[src/rtl/cal_pkg.sv]
package cal_pkg;

  typedef enum logic [2:0] {
    LOC_CTRL = 3'd0, LOC_SEC = 3'd1, LOC_MIN = 3'd2, LOC_HOUR = 3'd3,
    LOC_CDAY = 3'd4, LOC_DATE = 3'd5, LOC_MON = 3'd6, LOC_YEAR = 3'd7
  } loc_e;

  typedef struct packed {
    logic       cb;
    logic [7:0] year;
    logic [4:0] mon;
    logic [5:0] date;
    logic [2:0] day;
    logic [5:0] hour;
    logic [6:0] min;
    logic [6:0] sec;
  } tod_t;

  localparam tod_t TOD_RST = '{cb: 1'b0, year: 8'h00, mon: 5'h01, date: 6'h01,
                               day: 3'd1, hour: 6'h00, min: 7'h00, sec: 7'h00};

  function automatic logic [7:0] bcd_inc(input logic [7:0] v);
    if (v[3:0] >= 4'd9) bcd_inc = {v[7:4] + 4'd1, 4'd0};
    else                bcd_inc = {v[7:4], v[3:0] + 4'd1};
  endfunction

  function automatic logic [5:0] month_last(input logic [4:0] mon, input logic [7:0] yr);
    logic [6:0] bin;
    bin = 7'(yr[7:4]) * 7'd10 + 7'(yr[3:0]);
    case (mon)
      5'h02:                      month_last = (bin[1:0] == 2'd0) ? 6'h29 : 6'h28;
      5'h04, 5'h06, 5'h09, 5'h11: month_last = 6'h30;
      default:                    month_last = 6'h31;
    endcase
  endfunction

endpackage

[src/rtl/cal_chain.sv]
module cal_chain
  import cal_pkg::*;
(
  input  logic clk_i,
  input  logic rst_ni,
  input  logic adv_i,
  input  logic load_i,
  input  logic ceb_i,
  input  tod_t load_val_i,
  output tod_t cnt_o,
  output tod_t nxt_o
);

  tod_t cnt_q, nxt;
  logic c_min, c_hour, c_day, c_mon, c_year;

  always_comb begin
    nxt    = cnt_q;
    c_min  = cnt_q.sec == 7'h59;
    c_hour = c_min && (cnt_q.min == 7'h59);
    c_day  = c_hour && (cnt_q.hour == 6'h23);
    c_mon  = c_day && (cnt_q.date >= month_last(cnt_q.mon, cnt_q.year));
    c_year = c_mon && (cnt_q.mon == 5'h12);
    nxt.sec = c_min ? 7'h00 : 7'(bcd_inc({1'b0, cnt_q.sec}));
    if (c_min)  nxt.min  = c_hour ? 7'h00 : 7'(bcd_inc({1'b0, cnt_q.min}));
    if (c_hour) nxt.hour = c_day ? 6'h00 : 6'(bcd_inc({2'b0, cnt_q.hour}));
    if (c_day) begin
      nxt.day  = (cnt_q.day >= 3'd7) ? 3'd1 : cnt_q.day + 3'd1;
      nxt.date = c_mon ? 6'h01 : 6'(bcd_inc({2'b0, cnt_q.date}));
    end
    if (c_mon) nxt.mon = c_year ? 5'h01 : 5'(bcd_inc({3'b0, cnt_q.mon}));
    if (c_year) begin
      nxt.year = (cnt_q.year == 8'h99) ? 8'h00 : bcd_inc(cnt_q.year);
      if (cnt_q.year == 8'h99 && ceb_i) nxt.cb = ~cnt_q.cb;
    end
  end

  // transfer outranks a same-edge tick
  always_ff @(posedge clk_i or negedge rst_ni) begin
    if (!rst_ni)     cnt_q <= TOD_RST;
    else if (load_i) cnt_q <= load_val_i;
    else if (adv_i)  cnt_q <= nxt;
  end

  assign cnt_o = cnt_q;
  assign nxt_o = nxt;

  assert_idle_hold_R6: assert property (@(posedge clk_i) disable iff (!rst_ni)
    (!adv_i && !load_i) |=> $stable(cnt_q));
  assert_transfer_all_R9: assert property (@(posedge clk_i) disable iff (!rst_ni)
    load_i |=> (cnt_q == $past(load_val_i)));
  assert_sec_moves_R2: assert property (@(posedge clk_i) disable iff (!rst_ni)
    (adv_i && !load_i) |=> (cnt_q.sec != $past(cnt_q.sec)));

endmodule

[src/rtl/cal_host.sv]
module cal_host
  import cal_pkg::*;
#(
  parameter int ADDR_W = 15
) (
  input  logic              clk_i,
  input  logic              rst_ni,
  input  logic              sel_i,
  input  logic              we_i,
  input  logic [ADDR_W-1:0] addr_i,
  input  logic [7:0]        wdata_i,
  output logic [7:0]        rdata_o,
  input  logic              tick_i,
  input  logic              ftest_i,
  input  tod_t              nxt_i,
  output logic              adv_o,
  output logic              load_o,
  output logic              ceb_o,
  output tod_t              load_val_o
);

  localparam int HI_W = ADDR_W - 3;

  logic       wbit_q, rbit_q, stop_q, ft_q, ceb_q;
  logic [5:0] cal_q;
  tod_t       hold_q;
  logic       in_win, wr, halt, time_wr;
  loc_e       loc;
  logic [7:0] rd;

  assign in_win  = addr_i[ADDR_W-1:3] == {HI_W{1'b1}};
  assign loc     = loc_e'(addr_i[2:0]);
  assign wr      = sel_i && we_i && in_win;
  assign halt    = wbit_q || rbit_q;
  assign adv_o   = tick_i && !stop_q;
  assign load_o  = wr && (loc == LOC_CTRL) && wbit_q && !wdata_i[7];
  assign time_wr = wr && wbit_q && (loc != LOC_CTRL);

  always_ff @(posedge clk_i or negedge rst_ni) begin
    if (!rst_ni) begin
      {wbit_q, rbit_q, cal_q} <= '0;
      stop_q <= 1'b1;
      ft_q   <= 1'b0;
      ceb_q  <= 1'b0;
      hold_q <= TOD_RST;
    end else begin
      // halt sampled before the edge: a refresh already due still lands
      if (adv_o && !halt) hold_q <= nxt_i;
      if (wr) begin
        case (loc)
          LOC_CTRL: {wbit_q, rbit_q, cal_q} <= wdata_i;
          LOC_SEC: begin
            stop_q <= wdata_i[7];
            if (wbit_q) hold_q.sec <= wdata_i[6:0];
          end
          LOC_MIN:  if (wbit_q) hold_q.min  <= wdata_i[6:0];
          LOC_HOUR: if (wbit_q) hold_q.hour <= wdata_i[5:0];
          LOC_CDAY: begin
            ft_q  <= wdata_i[6];
            ceb_q <= wdata_i[5];
            if (wbit_q) begin
              hold_q.cb  <= wdata_i[4];
              hold_q.day <= wdata_i[2:0];
            end
          end
          LOC_DATE: if (wbit_q) hold_q.date <= wdata_i[5:0];
          LOC_MON:  if (wbit_q) hold_q.mon  <= wdata_i[4:0];
          LOC_YEAR: if (wbit_q) hold_q.year <= wdata_i;
          default: ;
        endcase
      end
    end
  end

  always_comb begin
    case (loc)
      LOC_CTRL: rd = {wbit_q, rbit_q, cal_q};
      LOC_SEC:  rd = {stop_q, hold_q.sec[6:1], (ft_q && !stop_q) ? ftest_i : hold_q.sec[0]};
      LOC_MIN:  rd = {1'b0, hold_q.min};
      LOC_HOUR: rd = {2'b0, hold_q.hour};
      LOC_CDAY: rd = {1'b0, ft_q, ceb_q, hold_q.cb, 1'b0, hold_q.day};
      LOC_DATE: rd = {2'b0, hold_q.date};
      LOC_MON:  rd = {3'b0, hold_q.mon};
      default:  rd = hold_q.year;
    endcase
  end

  assign rdata_o    = (sel_i && in_win) ? rd : 8'h00;
  assign ceb_o      = ceb_q;
  assign load_val_o = hold_q;

  assert_hold_frozen_R7: assert property (@(posedge clk_i) disable iff (!rst_ni)
    (halt && !time_wr) |=> $stable(hold_q));
  assert_mon_rsvd_R11: assert property (@(posedge clk_i) disable iff (!rst_ni)
    (sel_i && in_win && loc == LOC_MON) |-> (rdata_o[7:5] == 3'b000));

endmodule

[src/rtl/cal_clock_regs.sv]
module cal_clock_regs
  import cal_pkg::*;
#(
  parameter int ADDR_W = 15
) (
  input  logic              clk_i,
  input  logic              rst_ni,
  input  logic              tick_i,
  input  logic              ftest_i,
  input  logic              sel_i,
  input  logic              we_i,
  input  logic [ADDR_W-1:0] addr_i,
  input  logic [7:0]        wdata_i,
  output logic [7:0]        rdata_o
);

  tod_t cnt, nxt, load_val;
  logic adv, load, ceb;

  cal_host #(.ADDR_W(ADDR_W)) i_host (
    .clk_i(clk_i), .rst_ni(rst_ni), .sel_i(sel_i), .we_i(we_i), .addr_i(addr_i),
    .wdata_i(wdata_i), .rdata_o(rdata_o), .tick_i(tick_i), .ftest_i(ftest_i),
    .nxt_i(nxt), .adv_o(adv), .load_o(load), .ceb_o(ceb), .load_val_o(load_val)
  );

  cal_chain i_chain (
    .clk_i(clk_i), .rst_ni(rst_ni), .adv_i(adv), .load_i(load), .ceb_i(ceb),
    .load_val_i(load_val), .cnt_o(cnt), .nxt_o(nxt)
  );

  assert_load_not_stale_R9: assert property (@(posedge clk_i) disable iff (!rst_ni)
    load |=> (cnt.sec == $past(load_val.sec)));

endmodule

[config.mk]
export PLATFORM = sky130hd
export DESIGN_NAME = cal_clock_regs
export DESIGN_NICKNAME = d
export VERILOG_FILES = /design/src/rtl/cal_pkg.sv /design/src/rtl/cal_chain.sv /design/src/rtl/cal_host.sv /design/src/rtl/cal_clock_regs.sv
export SDC_FILE = /design/constraint.sdc
export NUM_CORES = 1
export LEC_CHECK = 0
export ABC_CLOCK_PERIOD_IN_PS = 3350
export BUFFER_PORTS_ARGS = -buffer_cell sky130_fd_sc_hd__buf_2
export CORE_ASPECT_RATIO = 0.9
export CORE_MARGIN = 8
export CORE_UTILIZATION = 25
export CTS_BUF_LIST = sky130_fd_sc_hd__clkbuf_8
export DETAILED_ROUTE_END_ITERATION = 10
export SLEW_MARGIN = 20
export SYNTH_ARGS = -nofsm -noshare
export SYNTH_HDL_FRONTEND = slang
export SYNTH_SLANG_ARGS = --single-unit
[constraint.sdc]
create_clock -name clk_i -period 3.35 [get_ports clk_i]
set_input_delay 0.1675 -clock clk_i [delete_from_list [all_inputs] [get_ports clk_i]]
set_output_delay 0.1675 -clock clk_i [all_outputs]
set_load 0.02 [all_outputs]
# After elaboration in Yosys (flattened, before gate mapping)
# Cells that the tools add are included.
[totals]
regBits = 97
latch_bits = 0
ram_bits = 0
rom_bits = 0
mem_count = 0
[op_classes]
n_addsub = 14
n_mul = 1
n_div = 0
magnitude_cmp = 8
n_eq_ne = 18
shifts = 0
n_mux = 44
n_bitwise = 1
reduce_logical = 25
[op_table]
columns = ["op", "n"]
rows = [
  ["43-bit 2-to-1 mux", 4],
  ["7-bit 2-to-1 mux", 9],
  ["8-bit one-hot mux with 7 select lines", 1],
  ["6-bit 2-to-1 mux", 9],
  ["8-bit 2-to-1 mux", 5],
  ["4-bit by 1-bit adder with 4-bit output (second input constant)", 7],
  ["5-bit 2-to-1 mux", 5],
  ["4-bit greater-or-equal comparator (second input constant)", 6],
  ["9-bit 2-to-1 mux", 2],
  ["7-bit equality test (second input constant)", 2],
  ["1-bit logical AND", 14],
  ["12-bit equality test (second input constant)", 1],
  ["3-bit equality test (second input constant)", 4],
  ["6-bit one-hot mux with 2 select lines", 1],
  ["5-bit by 3-bit equality test with 1-bit output (second input constant)", 2],
  ["5-bit equality test (second input constant)", 2],
  ["3-bit by 1-bit adder with 3-bit output (second input constant)", 3],
  ["3-bit 2-to-1 mux", 3],
  ["8-bit equality test (second input constant)", 1],
  ["3-bit by 2-bit equality test with 1-bit output (second input constant)", 2],
  ["6-bit equality test (second input constant)", 1],
  ["6-bit greater-or-equal comparator", 1],
  ["2-bit AND reduction", 3],
  ["5-bit by 2-bit equality test with 1-bit output (second input constant)", 1],
  ["other kinds (15)", 22],
]

# Depth between registers and ports, before layout
# Gate-level depths: netlist of run 1.
[depth]
depth_word = 14
depth_mapped = 11
depth_no_buf = 11

# Modules after synthesis
# Synthesis of run 1 repeated with hierarchy kept, for this count alone.
[unflattened]
cells_unflattened = 738
area_unflattened_um2 = 7103.1
[modules_own_cells]
columns = ["module", "instances", "cells_per_inst", "area_per_inst_um2"]
rows = [
  ["cal_chain", 1, 482, 3922.5],
  ["cal_host", 1, 256, 3180.6],
]

# Worst setup path before layout of run 1
# OpenSTA, ideal clock, no wires.
[synth_path]
path_type = "register -> register"
start = "reg i_chain.cnt_q (netlist bit i_chain.cnt_o[29])"
end = "reg i_host.hold_q (netlist bit i_host.load_val_o[26])"
setup_ns = 0.082
arrival_ns = 3.126
t_required_ns = 3.268
setup_slack_ns = 0.142
stages_incl_launch_ff = 12
synth_period_minus_slack_ns = 3.208
cell_sequence = "dfstp_2 inv_1 ha_1 nor4b_1 inv_1 o32ai_1 ha_1 or4b_1 a222oi_1 and2_1 o21ai_0 a31oi_1"
[synth_via]
elab_chain_len = 11
elab_cells_between_ends = 15
cone_classes = "1 x order compare; 5 x eq/ne; 7 x mux; 2 x reduce/logical"
[synth_rtl]
columns = ["item", "line", "text"]
rows = [
  ["from (decl)", "cal_chain.sv:14", "tod_t cnt_q, nxt;"],
  ["from (signal assigned)", "cal_chain.sv:41", "else if (load_i) cnt_q <= load_val_i;"],
  ["from (signal assigned)", "cal_chain.sv:42", "else if (adv_i) cnt_q <= nxt;"],
  ["5-bit by 3-bit equality test with 1-bit output, or another cell as far along", "cal_pkg.sv:30", "case (mon)"],
  ["4-bit OR reduction", "cal_pkg.sv:30", ""],
  ["6-bit one-hot mux with 2 select lines (*)", "cal_pkg.sv:30", ""],
  ["6-bit greater-or-equal comparator (*)", "cal_chain.sv:22", "c_mon = c_day && (cnt_q.date >= month_last(cnt_q.mon, cnt_q.year));"],
  ["1-bit logical AND (*)", "cal_chain.sv:22", ""],
  ["6-bit 2-to-1 mux (*)", "cal_chain.sv:29", "nxt.date = c_mon ? 6'h01 : 6'(bcd_inc({2'b0, cnt_q.date}));"],
  ["9-bit 2-to-1 mux (*)", "cal_chain.sv:27", "if (c_day) begin"],
  ["43-bit 2-to-1 mux (*)", "cal_host.sv:48", "if (adv_o && !halt) hold_q <= nxt_i;"],
  ["6-bit 2-to-1 mux", "cal_host.sv:66", "LOC_DATE: if (wbit_q) hold_q.date <= wdata_i[5:0];"],
  ["6-bit 2-to-1 mux", "cal_host.sv:50", "case (loc)"],
  ["43-bit 2-to-1 mux (*)", "cal_host.sv:49", "if (wr) begin"],
  ["to (signal assigned)", "cal_host.sv:48", ""],
  ["to (decl)", "cal_host.sv:26", "tod_t hold_q;"],
]
# Mark *: on every way between the ends. The rest lies on a longest branch, timed or not.
# A chain may end at the register's enable or synchronous reset.

# Worst setup path in the final report of run 1
[layout_path]
start = "reg i_chain.cnt_q (netlist bit i_chain.cnt_o[29])"
end = "reg i_chain.cnt_q (netlist bit i_chain.cnt_o[29])"
[layout_via]
elab_chain_len = 10
elab_cells_between_ends = 18
cone_classes = "1 x add/sub; 2 x order compare; 6 x eq/ne; 6 x mux; 3 x reduce/logical"
[layout_rtl]
columns = ["item", "line", "text"]
rows = [
  ["5-bit by 3-bit equality test with 1-bit output, or another cell as far along", "cal_pkg.sv:30", ""],
  ["4-bit OR reduction", "cal_pkg.sv:30", ""],
  ["6-bit one-hot mux with 2 select lines", "cal_pkg.sv:30", ""],
  ["6-bit greater-or-equal comparator", "cal_chain.sv:22", ""],
  ["1-bit logical AND", "cal_chain.sv:22", ""],
  ["1-bit logical AND", "cal_chain.sv:23", "c_year = c_mon && (cnt_q.mon == 5'h12);"],
  ["5-bit 2-to-1 mux", "cal_chain.sv:31", "if (c_mon) nxt.mon = c_year ? 5'h01 : 5'(bcd_inc({3'b0, cnt_q.mon}));"],
  ["5-bit 2-to-1 mux (*)", "cal_chain.sv:31", ""],
  ["43-bit 2-to-1 mux (*)", "cal_chain.sv:42", ""],
  ["43-bit 2-to-1 mux (*)", "cal_chain.sv:41", ""],
]
# Mark *: on every way between the ends. The rest lies on a longest branch, timed or not. The select of a mux whose other input is x is not followed.

==> results of run 1 <==
[layout by cell type (no fill, tap or decap), types with 4 or more instances in the layout]
master and instances:
inv_1 34, o31ai_1 9, o22ai_1 4, and2_1 4, nor2_1 74, nand3_1 34
a22oi_1 4, nor3_1 12, dfstp_2 7, nor2b_1 9, o21ai_0 56, nand4_1 6
a221oi_1 4, o221ai_1 5, or4_1 6, nor4_2 7, mux4_2 5, a21o_1 6
nand2b_1 9, ha_1 31, mux2i_1 29, or2_2 7, o211ai_1 7, clkbuf_8 9
o221a_2 5, mux2_2 21, or3_1 8, buf_4 32, or3b_2 6, and3_1 8
dfrtp_1 90, a21oi_1 37, nand2_1 80, buf_2 35, a31oi_1 31, a211oi_1 10
xnor2_1 8
[cell families (layout without fill, tap and decap cells)]
family,count (synthesis),in the layout,share of synthesized area (%)
XOR/XNOR,10,10,1.30
AO/OA/AOI/OAI,203,203,19.5
adder cells (fa/ha/maj),31,31,5.75
AND/OR/NAND/NOR,297,297,23.0
multiplexers,55,55,9.48
flip-flops,97,97,36.1
buffers and inverters,78,112,4.88
[critical path, cell delays in order (launching register included)]
cell and delay [ns]:
dfstp_2 0.54, inv_1 0.05, buf_4 0.13, ha_1 0.20
a21oi_1 0.14, nor3_1 0.06, o32ai_1 0.12, ha_1 0.27
or4b_1 0.60, a22oi_2 0.18, buf_4 0.17, nor2_1 0.11
mux2_2 0.32, o211ai_1 0.18
[metal layers]
layer / wire (µm) / track usage, % / vias up
met4: 410 / 4.01 / 0
li1: - / - / 2883
met1: 10100 / 18.9 / 3052
met3: 1330 / 2.41 / 29
met5: 0 / 0 / -
met2: 10200 / 21.3 / 236
[power breakdown]
| part | total, mW | switching, mW | leakage (nW) | internal (mW) |
|---|---|---|---|---|
| sequential | 1.53 | 0.193 | 1.17 | 1.34 |
| clock | 0.772 | 0.441 | 0.111 | 0.331 |
| combinational | 0.752 | 0.414 | 1.84 | 0.338 |
| total | 3.05 | 1.05 | 3.12 | 2.00 |
[final cells by class]
class / count / area (µm²)
Clock buffer: 9 / 124
Timing Repair Buffer: 68 / 425
Sequential cell: 97 / 2440
Fill cell: 2857 / 19100
Tap cell: 354 / 443
Inverter: 28 / 105
Multi-Input combinational cell: 596 / 4020
Clock inverter: 7 / 52.6
[sequential cells by signal, summed over array words and instances, names as in the netlist]
signal / cells
i_host.load_val_o: 43
i_host.wbit_q: 1
i_host.stop_q: 1
i_chain.cnt_o: 43
i_host.rbit_q: 1
i_host.ft_q: 1
i_host.ceb_o: 1
i_host.cal_q: 6
[path summary, 6_finish.rpt]
kind / start / end / slack (ns) / cells past startpoint
min in group asynchronous: rst_ni / i_chain.cnt_o[8] / 0.42 / 2
worst max-delay path: i_chain.cnt_o[29] / i_chain.cnt_o[29] / 0.19 / 13
worst min register to register: i_host.load_val_o[23] / i_host.load_val_o[23] / 0.51 / 2
worst max register to register: i_chain.cnt_o[29] / i_chain.cnt_o[29] / 0.19 / 13
max in group asynchronous: rst_ni / i_host.load_val_o[29] / 2.05 / 3
worst min-delay path: wdata_i[0] / i_host.load_val_o[29] / 0.13 / 3
[through the flow]
step                      cell area (µm²)  instances  setup slack (ns)
after floorplan                      6750        771             0.142
after global placement               7380       1140            0.0435
after detailed placement             7380       1140           -0.0138
after CTS                            7580       1159           0.00803
after global routing                 7600       1159           -0.0287
final                                7600       1159             0.191
[repair_timing]
item	CTS	global route
pin swaps	1	1
endpoints found under the hold margin	53	0
endpoints found under the setup margin	3	30
buffers inserted	2	0
hold buffers	1	0
resized for setup	0	5
==> impl_results.md, run 1 <==
* Final setup TNS at 0 ns
* Worst-path clk slew at 0.09 ns
* Die area at 0.0325 mm²
* Asr flop ratio synth at 100%
* CTS tree: built
* Top post-synthesis cells by area: dfrtp_1 (33%), ha_1 (5.8%), nand2_1 (4.5%), mux2i_1 (4.3%), o21ai_0 (4.2%)
* Ys flop type: dfrtp_1
* Largest net degree at the start of global routing at 60
* # setup viols final at 0
* Routability Congestion at around 0.9
* Peak VDD IR at 0.000178 V
* Total CTS buffers at 9
* Max Slew Vio Count at 0
* Synthesis-to-finish area growth at 12.7%
* # rows at 57
* Worst path required time at 3.66 ns
* DRC at 0
* Clock latency on the worst-skew pair at 0.39 ns
* Iteration-0 DRC Markers at about 600
* Die width at 189 µm
* CP arrival at 3.47 ns
* Leakage power at approximately 3.1 nW
* Fraction of final layout cells sized beyond drive strength 1 at 18.3%
* Detail Route Antenna Nets at 0
* Clock buffer depth at 2
* Peak fanout along the critical path at 6
* Nets@finish at between 800 and 900
* EDFF count, synth at 0
* Net Count, Synth at 831
* Ant. Diodes at 0
* Post-synthesis cell type count at between 70 and 80
* Initial core utilization at between 20% and 30%
* Critical path endpoint category: flop
* Most frequent cell after synthesis: dfrtp_1
* Pwr Total at 3.05 mW
* DR pass1 iterations at 7
* Final hold slack at 0.127 ns
* Die Span Y at ~170 µm
* Vias at 6,200
* Mapped Area at 0.00675 mm²
* Status: finished, final reports clean
* Max-cap violation count at 0
* Vias per cell at 5.35
* H-tree lvl count at 3
* GRT Util Overall at 13.6%
* Relative slew slack at 35.3%
* Congestion Overflow GR at 0
* Post-route minimum period at 3.16 ns
* DRT Wirelength at ~22 mm
* Endpoints failing hold at 0
* Leading area contributor after synthesis: dfrtp_1
* Mean Syn Cell Area at 8.75 µm²
* Vias in the first global route at 5,928
* # IOs at 37
* Initial antenna violation count at 0
* Synth top cells by count: dfrtp_1 (90), nand2_1 (81), nor2_1 (74)
* Synth Instances at 771
* Port Buffer Count at 36
* CTS Root Buffer Type: clkbuf_8
* First-pass GRT wire length at 34.6 mm
* PD cells at 401 mW/mm²
* CP startpoint kind: flop
* Core area at 0.0267 mm²
* Post-synthesis register bit count at 97
* Fmax at 317 MHz
* Warnings, synthesis at 0
* Slew @ Worst Pin at 0.957 ns
* Fin crit share at 94.3%
* Worst min path class: in -> reg
* Clock tree sinks at 97
* Worst clock skew at 0.00991 ns
* Synth top area share at 33.4%
* Final HPWL DP at 15.9 mm
* Sequential element share of the synthesized area at 36.1%
* Wire per inst at 19.0 µm
* CP Class: reg -> reg
* Share of the core filled with cells at roughly 28%
Power figures use the tool's default switching activity.
==> inputs of run 2 (changes only) <==
Settings changed: CORE_UTILIZATION 25 to 45.
==> impl_results.md, run 2 (synthesis gave the netlist of run 1 again) <==
* Die Span Y at 132 µm
* # rows at 42
* Peak fanout along the critical path at 6
* Share of the core filled with cells at approximately 51%
* Largest net degree at the start of global routing at 57
* Iteration-0 DRC Markers at 677
* CP arrival at ~3.4 ns
* Wire per inst at 21.3 µm
* Synthesis-to-finish area growth at 10.7%
* Design Area, Final at 0.00747 mm²
* Ant. Diodes at 0
* Fraction of final layout cells sized beyond drive strength 1 at a little under 20%
* Placed cells at between 900 and 1,000
* H-tree lvl count at 3
* Final setup TNS at 0 ns
* Detail Route Antenna Nets at 0
* Slew @ Worst Pin at 0.826 ns
* Total CTS buffers at 9
* PD cells at 414 mW/mm²
* Status: finished, final reports clean
* Endpoints failing hold at 0
* Max Slew Vio Count at 0
* Port Buffer Count at 36
* # fillers at 1,393
* Relative slew slack at 43.5%
* Leakage power at 3.13 nW
* Post-route minimum period at 3.11 ns
* Most common cell after layout, fill and taps aside: dfrtp_1
* CTS tree: built
* Routability Congestion at 0.918
* Max-cap violation count at 0
* Peak VDD IR at around 0.00034 V
* Vias at between 6,000 and 7,000
* Initial antenna violation count at 0
* Dpl cell area at between 0.007 and 0.008 mm²
* CP startpoint kind: flop
* Clock tree sinks at 97
* DP Worst Slack at -0.0855 ns
* CP Class: reg -> reg
* Pwr Total at slightly above 3 mW
* Core area at 0.0147 mm²
* # IOs at 37
* RSZ-0062 raised after global routing: false
* GRT Util Overall at 22.4%
* First-pass GRT wire length at roughly 34 mm
* Critical path endpoint category: flop
* Clock buffer depth at 2
* Worst clock skew at around 0.019 ns
* Final HPWL DP at 15.4 mm
* Nets@finish at 864
* Congestion Overflow GR at 0
* Initial core utilization at 46.0%
* Multi-input logic area at a little over 0.004 mm²
* Seq. cell area at around 0.0024 mm²
* CTS Root Buffer Type: clkbuf_8
* Die width at 145 µm
* Final worst setup slack at 0.238 ns
* Vias per cell at 6.37
* # setup viols final at 0
* DRC at 0
* Worst path required time at 3.67 ns
* Worst min path class: in -> reg
* DRT Wirelength at 21.4 mm
* Die area at 0.0192 mm²
* Fin crit share at 92.9%
* Worst-path clk slew at 0.10 ns
* Fin cells at 1,007
* DR pass1 iterations at 5
* Vias in the first global route at 6,200
* Fmax at about 320 MHz
* Final hold slack at 0.107 ns
* Commonest cells after routing, fill and taps aside: dfrtp_1 (90), nand2_1 (80), nor2_1 (74)
* Clock latency on the worst-skew pair at 0.40 ns
[run 2: changes by cell type in the layout (fill, tap and decap cells not counted), sizes merged]
cell,before,now
buf,67,71
inv,34,30
clkinv,0,2
clkinvlp,0,2
[run 2: final timing paths]
path	start	depth (start not counted)	slack, ns	end
max in group asynchronous	rst_ni	3	2.08	i_host.stop_q
setup reg to reg	i_chain.cnt_o[29]	13	0.24	i_host.load_val_o[26]
hold reg to reg	i_host.cal_q[2]	1	0.51	i_host.cal_q[2]
min in group asynchronous	rst_ni	2	0.38	i_chain.cnt_o[5]
hold / removal	wdata_i[5]	3	0.11	i_host.load_val_o[19]
setup / recovery	i_chain.cnt_o[29]	13	0.24	i_host.load_val_o[26]
[run 2: critical path, cell delays in order, from the launching register on]
cell	delay, ns
dfstp_2	0.54
inv_1	0.05
ha_1	0.22
buf_4	0.15
a21oi_1	0.11
nor3_1	0.06
o32ai_1	0.14
ha_1	0.29
or4b_4	0.57
a222oi_1	0.33
buf_4	0.21
and2_1	0.13
o21ai_0	0.07
a31oi_1	0.17
[run 2: layout make-up]
type	instances	share of cell area, %
Clock inverter	7	0.955
Timing Repair Buffer	72	6.10
Tap cell	198	3.32
Clock buffer	9	1.66
Inverter	28	1.41
Sequential cell	97	32.6
Multi-Input combinational cell	596	53.9
[run 2: where the power goes]
| part | switching (mW) | internal [mW] | total (mW) |
|---|---|---|---|
| registers | 0.201 | 1.34 | 1.54 |
| clock network | 0.454 | 0.345 | 0.800 |
| logic | 0.419 | 0.338 | 0.758 |
| total | 1.07 | 2.02 | 3.09 |
[run 2: routing by layer]
metal,vias to the layer above,part of all wire [%],global-route usage (%)
met1,3183,45,30.7
met5,-,0,0
met2,300,44,34.5
li1,2892,-,-
met3,36,8.2,5.28
met4,0,1.9,6.76
[run 2: what timing repair did]
action | in CTS | in global routing
gates cloned | 0 | 0
hold endpoints to repair | 52 | 0
resized for setup | 2 | 5
buffers inserted | 2 | 0
pin swaps | 1 | 0
hold buffers | 1 | 0
endpoints found under the setup margin | 13 | 24
